**config.mk**
```make
export PLATFORM = sky130hd
export DESIGN_NAME = hb_cfg_regfile
export DESIGN_NICKNAME = d
export VERILOG_FILES = /design/src/rtl/hbc_pkg.sv /design/src/rtl/hbc_hdr_store.sv /design/src/rtl/hbc_cfg_port.sv /design/src/rtl/hbc_io_window.sv /design/src/rtl/hbc_irq_route.sv /design/src/rtl/hb_cfg_regfile.sv
export SDC_FILE = /design/constraint.sdc
export NUM_CORES = 2
export LEC_CHECK = 0
export CORE_MARGIN = 2
export CORE_UTILIZATION = 45
export CTS_BUF_LIST = sky130_fd_sc_hd__clkbuf_4
export DETAILED_ROUTE_END_ITERATION = 10
export PLACE_DENSITY = 0.64
export RECOVER_POWER = 50
export SLEW_MARGIN = 10
export SYNTH_ARGS = -nofsm -noshare
export SYNTH_HDL_FRONTEND = slang
export SYNTH_HIERARCHICAL = 1
export SYNTH_SLANG_ARGS = --single-unit
```
**constraint.sdc**
```tcl
create_clock -name clk -period 5.58 [get_ports clk]
set_input_delay 1.116 -clock clk [delete_from_list [all_inputs] [get_ports clk]]
set_output_delay 1.116 -clock clk [all_outputs]
set_load 0.05 [all_outputs]
```
**src/rtl/hbc_pkg.sv**
```systemverilog
// Package hbc_pkg: shared offsets, masks, reset constants and the data-port
// state type for the host bridge configuration register file.
package hbc_pkg;
    localparam int unsigned OFS_ADDR_REG = 32'h1C0;
    localparam int unsigned OFS_MEM_BASE = 32'h1C4;
    localparam int unsigned OFS_IO_BASE  = 32'h1C8;
    localparam int unsigned OFS_DATA     = 32'h220;
    localparam int unsigned HDR_BYTES    = 256;

    localparam logic [31:0] MEM_BASE_MASK = 32'hFF00_0001;
    localparam logic [31:0] IO_BASE_MASK  = 32'hFFFC_0001;

    // Header word 1: status (cap list, fast b2b, medium devsel) : command (wait)
    localparam logic [15:0] RST_COMMAND = 16'h0080;
    localparam logic [15:0] RST_STATUS  = 16'h0290;

    typedef enum logic [1:0] {
        PORT_IDLE = 2'd0,
        PORT_WAIT = 2'd1,
        PORT_DONE = 2'd2
    } port_state_t;
endpackage

```
**src/rtl/hbc_hdr_store.sv**
```systemverilog
// Module hbc_hdr_store: word-wide storage for the bridge's local
// configuration header. One write port, one combinational read port.
// Assumes: whole-word accesses only; the word index is already decoded.
module hbc_hdr_store #(
    parameter int WORDS = 64,
    parameter int IDX_W = $clog2(WORDS)
) (
    input  logic             clk,
    input  logic             rst_n,
    input  logic             we,
    input  logic [IDX_W-1:0] widx,
    input  logic [31:0]      wdata,
    input  logic [IDX_W-1:0] ridx,
    output logic [31:0]      rdata
);
    import hbc_pkg::*;

    logic [31:0] mem [WORDS];

    for (genvar w = 0; w < WORDS; w++) begin : g_word
        localparam logic [31:0] RST_VAL =
            (w == 1) ? {RST_STATUS, RST_COMMAND} : 32'h0;
        // Hold one header word; load its fixed value on reset.
        always_ff @(posedge clk) begin
            if (!rst_n)
                mem[w] <= RST_VAL;
            else if (we && (widx == IDX_W'(w)))
                mem[w] <= wdata;
        end
    end

    // Return the selected word.
    always_comb rdata = mem[ridx];
endmodule

```
**src/rtl/hbc_cfg_port.sv**
```systemverilog
// Module hbc_cfg_port: turns a data-port access into one request/acknowledge
// configuration transaction and stalls the register bus until it completes.
// Assumes: the initiator holds its access stable until it sees ready; the
// responder pulses ack for one cycle per request.
module hbc_cfg_port (
    input  logic        clk,
    input  logic        rst_n,
    input  logic        start,
    input  logic        start_we,
    input  logic [31:0] start_wdata,
    input  logic [31:0] held_addr,
    output logic        idle,
    output logic        done,
    output logic [31:0] done_rdata,
    output logic        cfg_req,
    output logic        cfg_we,
    output logic [31:0] cfg_addr,
    output logic [31:0] cfg_wdata,
    input  logic        cfg_ack,
    input  logic [31:0] cfg_rdata
);
    import hbc_pkg::*;

    port_state_t state, state_nx;
    logic        we_q;
    logic [31:0] wdata_q;
    logic [31:0] rdata_q;

    // Next-state choice for the one-outstanding transaction sequencer.
    always_comb begin
        state_nx = state;
        unique case (state)
            PORT_IDLE: if (start)   state_nx = PORT_WAIT;
            PORT_WAIT: if (cfg_ack) state_nx = PORT_DONE;
            PORT_DONE:              state_nx = PORT_IDLE;
            default:                state_nx = PORT_IDLE;
        endcase
    end

    // State register.
    always_ff @(posedge clk) begin
        if (!rst_n) state <= PORT_IDLE;
        else        state <= state_nx;
    end

    // Capture direction and write data when a transaction opens.
    always_ff @(posedge clk) begin
        if (!rst_n) begin
            we_q    <= 1'b0;
            wdata_q <= '0;
        end else if (state == PORT_IDLE && start) begin
            we_q    <= start_we;
            wdata_q <= start_wdata;
        end
    end

    // Capture response data at the acknowledge.
    always_ff @(posedge clk) begin
        if (!rst_n)
            rdata_q <= '0;
        else if (state == PORT_WAIT && cfg_ack)
            rdata_q <= cfg_rdata;
    end

    // Drive the side channel and the completion flags.
    always_comb begin
        idle       = (state == PORT_IDLE);
        done       = (state == PORT_DONE);
        done_rdata = rdata_q;
        cfg_req    = (state == PORT_WAIT);
        cfg_we     = we_q;
        cfg_addr   = held_addr;
        cfg_wdata  = wdata_q;
    end
endmodule

```
**src/rtl/hbc_io_window.sv**
```systemverilog
// Module hbc_io_window: detects processor addresses inside a fixed
// power-of-two I/O window and rebases them onto the programmed I/O base.
// Assumes: WIN_BASE is aligned to 2**WIN_BITS.
module hbc_io_window #(
    parameter logic [31:0] WIN_BASE = 32'hFE24_0000,
    parameter int          WIN_BITS = 18
) (
    input  logic [31:0] cpu_addr,
    input  logic [31:0] io_base,
    output logic        hit,
    output logic [31:0] out_addr
);
    // Compare the upper bits and splice the base above the window offset.
    always_comb begin
        hit      = (cpu_addr[31:WIN_BITS] == WIN_BASE[31:WIN_BITS]);
        out_addr = hit ? {io_base[31:WIN_BITS], cpu_addr[WIN_BITS-1:0]} : 32'h0;
    end
endmodule

```
**src/rtl/hbc_irq_route.sv**
```systemverilog
// Module hbc_irq_route: folds per-slot interrupt lines onto OUTS outputs,
// each slot going to output (slot mod OUTS).
// Assumes: lines are level interrupts already synchronous to the system.
module hbc_irq_route #(
    parameter int SLOTS = 8,
    parameter int OUTS  = 4
) (
    input  logic [SLOTS-1:0] dev_irq,
    output logic [OUTS-1:0]  irq_out
);
    for (genvar k = 0; k < OUTS; k++) begin : g_out
        // OR together every slot that lands on output k.
        always_comb begin
            irq_out[k] = 1'b0;
            for (int s = k; s < SLOTS; s += OUTS)
                irq_out[k] = irq_out[k] | dev_irq[s];
        end
    end
endmodule

```
**src/rtl/hb_cfg_regfile.sv**
```systemverilog
// Module hb_cfg_regfile: register file of a PCI host bridge on a 32-bit
// register bus. It decodes header, address, base and data-port offsets,
// sequences indirect configuration accesses and hosts the I/O window and
// interrupt routing.
// Assumes: word accesses; the initiator holds an access until bus_ready.
module hb_cfg_regfile #(
    parameter int          ADDR_W    = 10,
    parameter int          SLOTS     = 8,
    parameter int          IRQ_OUTS  = 4,
    parameter logic [31:0] IO_WIN    = 32'hFE24_0000,
    parameter int          IO_WIN_W  = 18
) (
    input  logic                clk,
    input  logic                rst_n,
    input  logic                bus_sel,
    input  logic                bus_wr,
    input  logic [ADDR_W-1:0]   bus_addr,
    input  logic [31:0]         bus_wdata,
    output logic [31:0]         bus_rdata,
    output logic                bus_ready,
    output logic                cfg_req,
    output logic                cfg_we,
    output logic [31:0]         cfg_addr,
    output logic [31:0]         cfg_wdata,
    input  logic                cfg_ack,
    input  logic [31:0]         cfg_rdata,
    input  logic [31:0]         cpu_io_addr,
    output logic                io_hit,
    output logic [31:0]         io_addr_out,
    input  logic [SLOTS-1:0]    dev_irq,
    output logic [IRQ_OUTS-1:0] irq_out
);
    import hbc_pkg::*;

    localparam int HDR_WORDS = HDR_BYTES / 4;
    localparam int HDR_IDX_W = $clog2(HDR_WORDS);

    logic [ADDR_W-1:0]    word_addr;
    logic                 sel_hdr, sel_areg, sel_mbase, sel_iobase, sel_data;
    logic                 port_idle, port_done;
    logic [31:0]          port_rdata;
    logic [31:0]          hdr_rdata;
    logic [31:0]          addr_reg, mem_base, io_base;
    logic                 do_write;
    logic [HDR_IDX_W-1:0] hdr_idx;

    // Decode the word-aligned offset into register selects.
    always_comb begin
        word_addr  = {bus_addr[ADDR_W-1:2], 2'b00};
        sel_hdr    = (int'(word_addr) < HDR_BYTES);
        sel_areg   = (word_addr == ADDR_W'(OFS_ADDR_REG));
        sel_mbase  = (word_addr == ADDR_W'(OFS_MEM_BASE));
        sel_iobase = (word_addr == ADDR_W'(OFS_IO_BASE));
        sel_data   = (word_addr == ADDR_W'(OFS_DATA));
        hdr_idx    = word_addr[HDR_IDX_W+1:2];
        do_write   = bus_sel && bus_wr && port_idle && !sel_data;
    end

    hbc_hdr_store #(.WORDS(HDR_WORDS), .IDX_W(HDR_IDX_W)) u_hdr (
        .clk   (clk),
        .rst_n (rst_n),
        .we    (do_write && sel_hdr),
        .widx  (hdr_idx),
        .wdata (bus_wdata),
        .ridx  (hdr_idx),
        .rdata (hdr_rdata)
    );

    // Hold the address and base registers, masking the base writes.
    always_ff @(posedge clk) begin
        if (!rst_n) begin
            addr_reg <= '0;
            mem_base <= '0;
            io_base  <= '0;
        end else if (do_write) begin
            if (sel_areg)   addr_reg <= bus_wdata;
            if (sel_mbase)  mem_base <= bus_wdata & MEM_BASE_MASK;
            if (sel_iobase) io_base  <= bus_wdata & IO_BASE_MASK;
        end
    end

    hbc_cfg_port u_port (
        .clk         (clk),
        .rst_n       (rst_n),
        .start       (bus_sel && sel_data),
        .start_we    (bus_wr),
        .start_wdata (bus_wdata),
        .held_addr   (addr_reg),
        .idle        (port_idle),
        .done        (port_done),
        .done_rdata  (port_rdata),
        .cfg_req     (cfg_req),
        .cfg_we      (cfg_we),
        .cfg_addr    (cfg_addr),
        .cfg_wdata   (cfg_wdata),
        .cfg_ack     (cfg_ack),
        .cfg_rdata   (cfg_rdata)
    );

    // Select read data and signal completion on the register bus.
    always_comb begin
        if (sel_data) begin
            bus_ready = bus_sel && port_done;
            bus_rdata = port_done ? port_rdata : 32'h0;
        end else begin
            bus_ready = bus_sel && port_idle;
            if (sel_hdr)         bus_rdata = hdr_rdata;
            else if (sel_areg)   bus_rdata = addr_reg;
            else if (sel_mbase)  bus_rdata = mem_base;
            else if (sel_iobase) bus_rdata = io_base;
            else                 bus_rdata = 32'h0;
        end
    end

    hbc_io_window #(.WIN_BASE(IO_WIN), .WIN_BITS(IO_WIN_W)) u_iowin (
        .cpu_addr (cpu_io_addr),
        .io_base  (io_base),
        .hit      (io_hit),
        .out_addr (io_addr_out)
    );

    hbc_irq_route #(.SLOTS(SLOTS), .OUTS(IRQ_OUTS)) u_irq (
        .dev_irq (dev_irq),
        .irq_out (irq_out)
    );
endmodule

```
==> results.json <==
{
  "status": "finished with violations",
  "violations": "capacitance limit, slew limit, setup timing",
  "fmax_mhz": 178,
  "grt_pass1_wl_mm": 434,
  "nFillCells": 18352,
  "antenna_left": 0,
  "design_area_sq_um": 114000,
  "grt_max_degree": 166,
  "io_buffers": 252,
  "syn2layout_area_growth_pct": 14.4,
  "path_class": "primary input to output pin",
  "finalCritPeriodShare_pct": 101,
  "start_util_pct": 45.4,
  "p_sw_share_pct": 24.4,
  "max-vdd-ir-drop_v": 0.000210,
  "rr_endpoint": "u_hdr/mem[57][25]",
  "drv_cap": 54,
  "placement.cell_area_sq_um": 110000,
  "fin_crit_ps": 5630,
  "path_common_cell": "buf_4",
  "start_kind": "primary input",
  "critPathCaptureType": "output pin",
  "avgSynthCellArea_sq_um": 14.7,
  "largest_reg_flops": 2048,
  "dp_hpwl_mm": 184,
  "vias": 62207,
  "cts_buffers": 580,
  "cts_tree": "done",
  "clockRootBuffer": "clkbuf_4",
  "cp_cell_sequence": "buf_8 > buf_12 > buf_4 > mux4_2 > o22ai_1 > nor4_2 > buf_4 > a2bb2oi_1 > buf_4 > a221oi_1 > a21oi_1 > buf_4 > buf_12",
  "die_h_um": 475,
  "wl_per_cell_um": 28.3,
  "finalNonFillerCells": 10745,
  "p_seq_share_pct": 53.0,
  "hp-class": "primary input to flop",
  "power_frac_comb_pct": 8.3,
  "grt_util_met3_pct": 5.44,
  "rr_startpoint": "u_port/state[0]",
  "regMostFlops": "u_hdr/mem",
  "die_area_sq_um": 226000,
  "p_clk_share_pct": 38.7,
  "firstDrtPassIters": 6,
  "powerDensity_nw_per_um2": 301,
  "path_max_fanout": 21,
  "row_count": 172,
  "grt_util_met2_pct": 42.1,
  "hold_viol": 0,
  "use_met1_pct": 36.2,
  "slowest_stage": "mux4_2",
  "maxSlewViolCount": 1566,
  "track_usage_pct": 26.8,
  "max_stage_delay_ps": 520,
  "r2r_cells": 8,
  "worstSetupEndpoint": "bus_rdata[27]",
  "p_leak_nw": 42.2,
  "syn-instance-count": 6806,
  "arrival_ps": 4510,
  "overflow": 0,
  "clk_pin_slew_ps": 60,
  "route.detailed.drc": 0,
  "post-route-worst-setup-slack_ps": -45.2,
  "cts_buffer_depth": 4,
  "internal_power_mw": 26.0,
  "cts_sinks": 2171,
  "vias_per_cell": 5.79,
  "final_nets": 7531,
  "drt_iter0_drc": 7392,
  "antenna_found_initial": 22,
  "drive_gt1_share_pct": 25.0,
  "rsz0062_at_grt": "false",
  "dpl_worst_slack_ps": -362,
  "skew_ps": 88.0,
  "synth_area_sq_um": 99900,
  "setup_violations": 2,
  "r2r_slack_ps": 920,
  "io-pin-count": 255,
  "worstSetupStartpoint": "bus_addr[2]",
  "core-area_sq_um": 220000,
  "clock_latency_ps": 1420,
  "die_x_um": 475,
  "grt.busiest_layer": "met2",
  "max_slew_margin_pct": -73.4,
  "htree_levels": 6,
  "yosysWarnings": 6,
  "required_ps": 4460,
  "place_congestion": 0.900,
  "grt_pass1_vias": 62400,
  "dp_cells": 9787,
  "switching_power_mw": 8.41,
  "synth_nets": 6925,
  "routed_wl_mm": 305,
  "worst_pin_slew_ps": 2600
}
## final cells by class
type / count / area [sq um] / area share, %
Clock inverter: 102 / 450 / 0.394
Timing Repair Buffer: 752 / 7000 / 6.13
Antenna cell: 17 / 42.5 / 0.0372
Clock buffer: 838 / 6290 / 5.50
Sequential cell: 2171 / 64000 / 56.0
Multi-Input combinational cell: 3901 / 32800 / 28.7
Inverter: 6 / 22.5 / 0.0197
Tap cell: 2958 / 3700 / 3.24
## critical path, delay by kind of cell
kind | cells | cell delay, ps
muxes | 1 | 520
AOI/OAI and AO/OA | 4 | 1170
buffers and inverters | 7 | 1530
and+or+nand+nor | 1 | 110
## power by group through the flow
stage / clock [mW] / combinational, mW / sequential, mW
floorplan: 0 / 1.43 / 18.6
global placement: 0 / 2.93 / 18.5
detailed placement: 0 / 2.94 / 18.6
CTS: 13.6 / 2.95 / 18.2
global route: 14.5 / 2.94 / 18.3
finish: 13.3 / 2.86 / 18.2
## worst min path at each step
| stage | startpoint | to | slack [ps] | cells past startpoint |
|---|---|---|---|---|
| after floorplan | mem_base[0] | mem_base[0] | 430 | 2 |
| after global placement | u_port/cfg_wdata[31] | u_port/cfg_wdata[31] | 440 | 2 |
| after detailed placement | u_port/done_rdata[20] | u_port/done_rdata[20] | 450 | 2 |
| after CTS | bus_wdata[23] | io_base[23] | 100 | 3 |
| after global routing | cfg_rdata[5] | u_port/done_rdata[5] | 180 | 3 |
| final | bus_wdata[23] | addr_reg[23] | 230 | 3 |
## per-layer routing
layer	wire [um]	vias to the layer above
li1	-	26401
met1	119000	31919
met2	142000	3390
met3	31500	487
met4	12200	10
met5	68	-
## cells in the final DEF (no fill, tap or decap), drive strengths merged, types with 17 or more instances in the layout
cell / instances
clkdlybuf4s50: 180
a221oi: 31
diode: 17
clkbuf: 982
mux2i: 204
nor4: 57
o221ai: 20
mux2: 57
nor3: 28
nor2: 126
buf: 426
mux4: 473
nand2: 331
o21ai: 96
a21oi: 56
clkinv: 85
a211oi: 18
o22ai: 149
nor2b: 29
and2: 2049
inv: 20
edfxtp: 2048
dfxtp: 123
nand2b: 22
nand3b: 36
## timing repair
item / 4_1_cts / 5_1_grt
setup endpoints to repair: 5 / 4
gates resized for setup: 10 / 4
endpoints found under the hold margin: 4 / 0
hold buffers: 1 / 0
setup buffers: 0 / 0
## stage by stage
stage | setup TNS [ps] | power (mW) | hold WS, ps | utilization [%]
floorplan | -151720 | 20.0 | 434 | -
global placement | -705 | 21.5 | 441 | 49.9
detailed placement | -783 | 21.5 | 447 | 49.9
CTS | 0 | 34.8 | 99.3 | 52.9
global route | 0 | 35.7 | 184 | 51.9
finish | -57.1 | 34.4 | 231 | 51.9
Power figures use the tool's default switching activity.
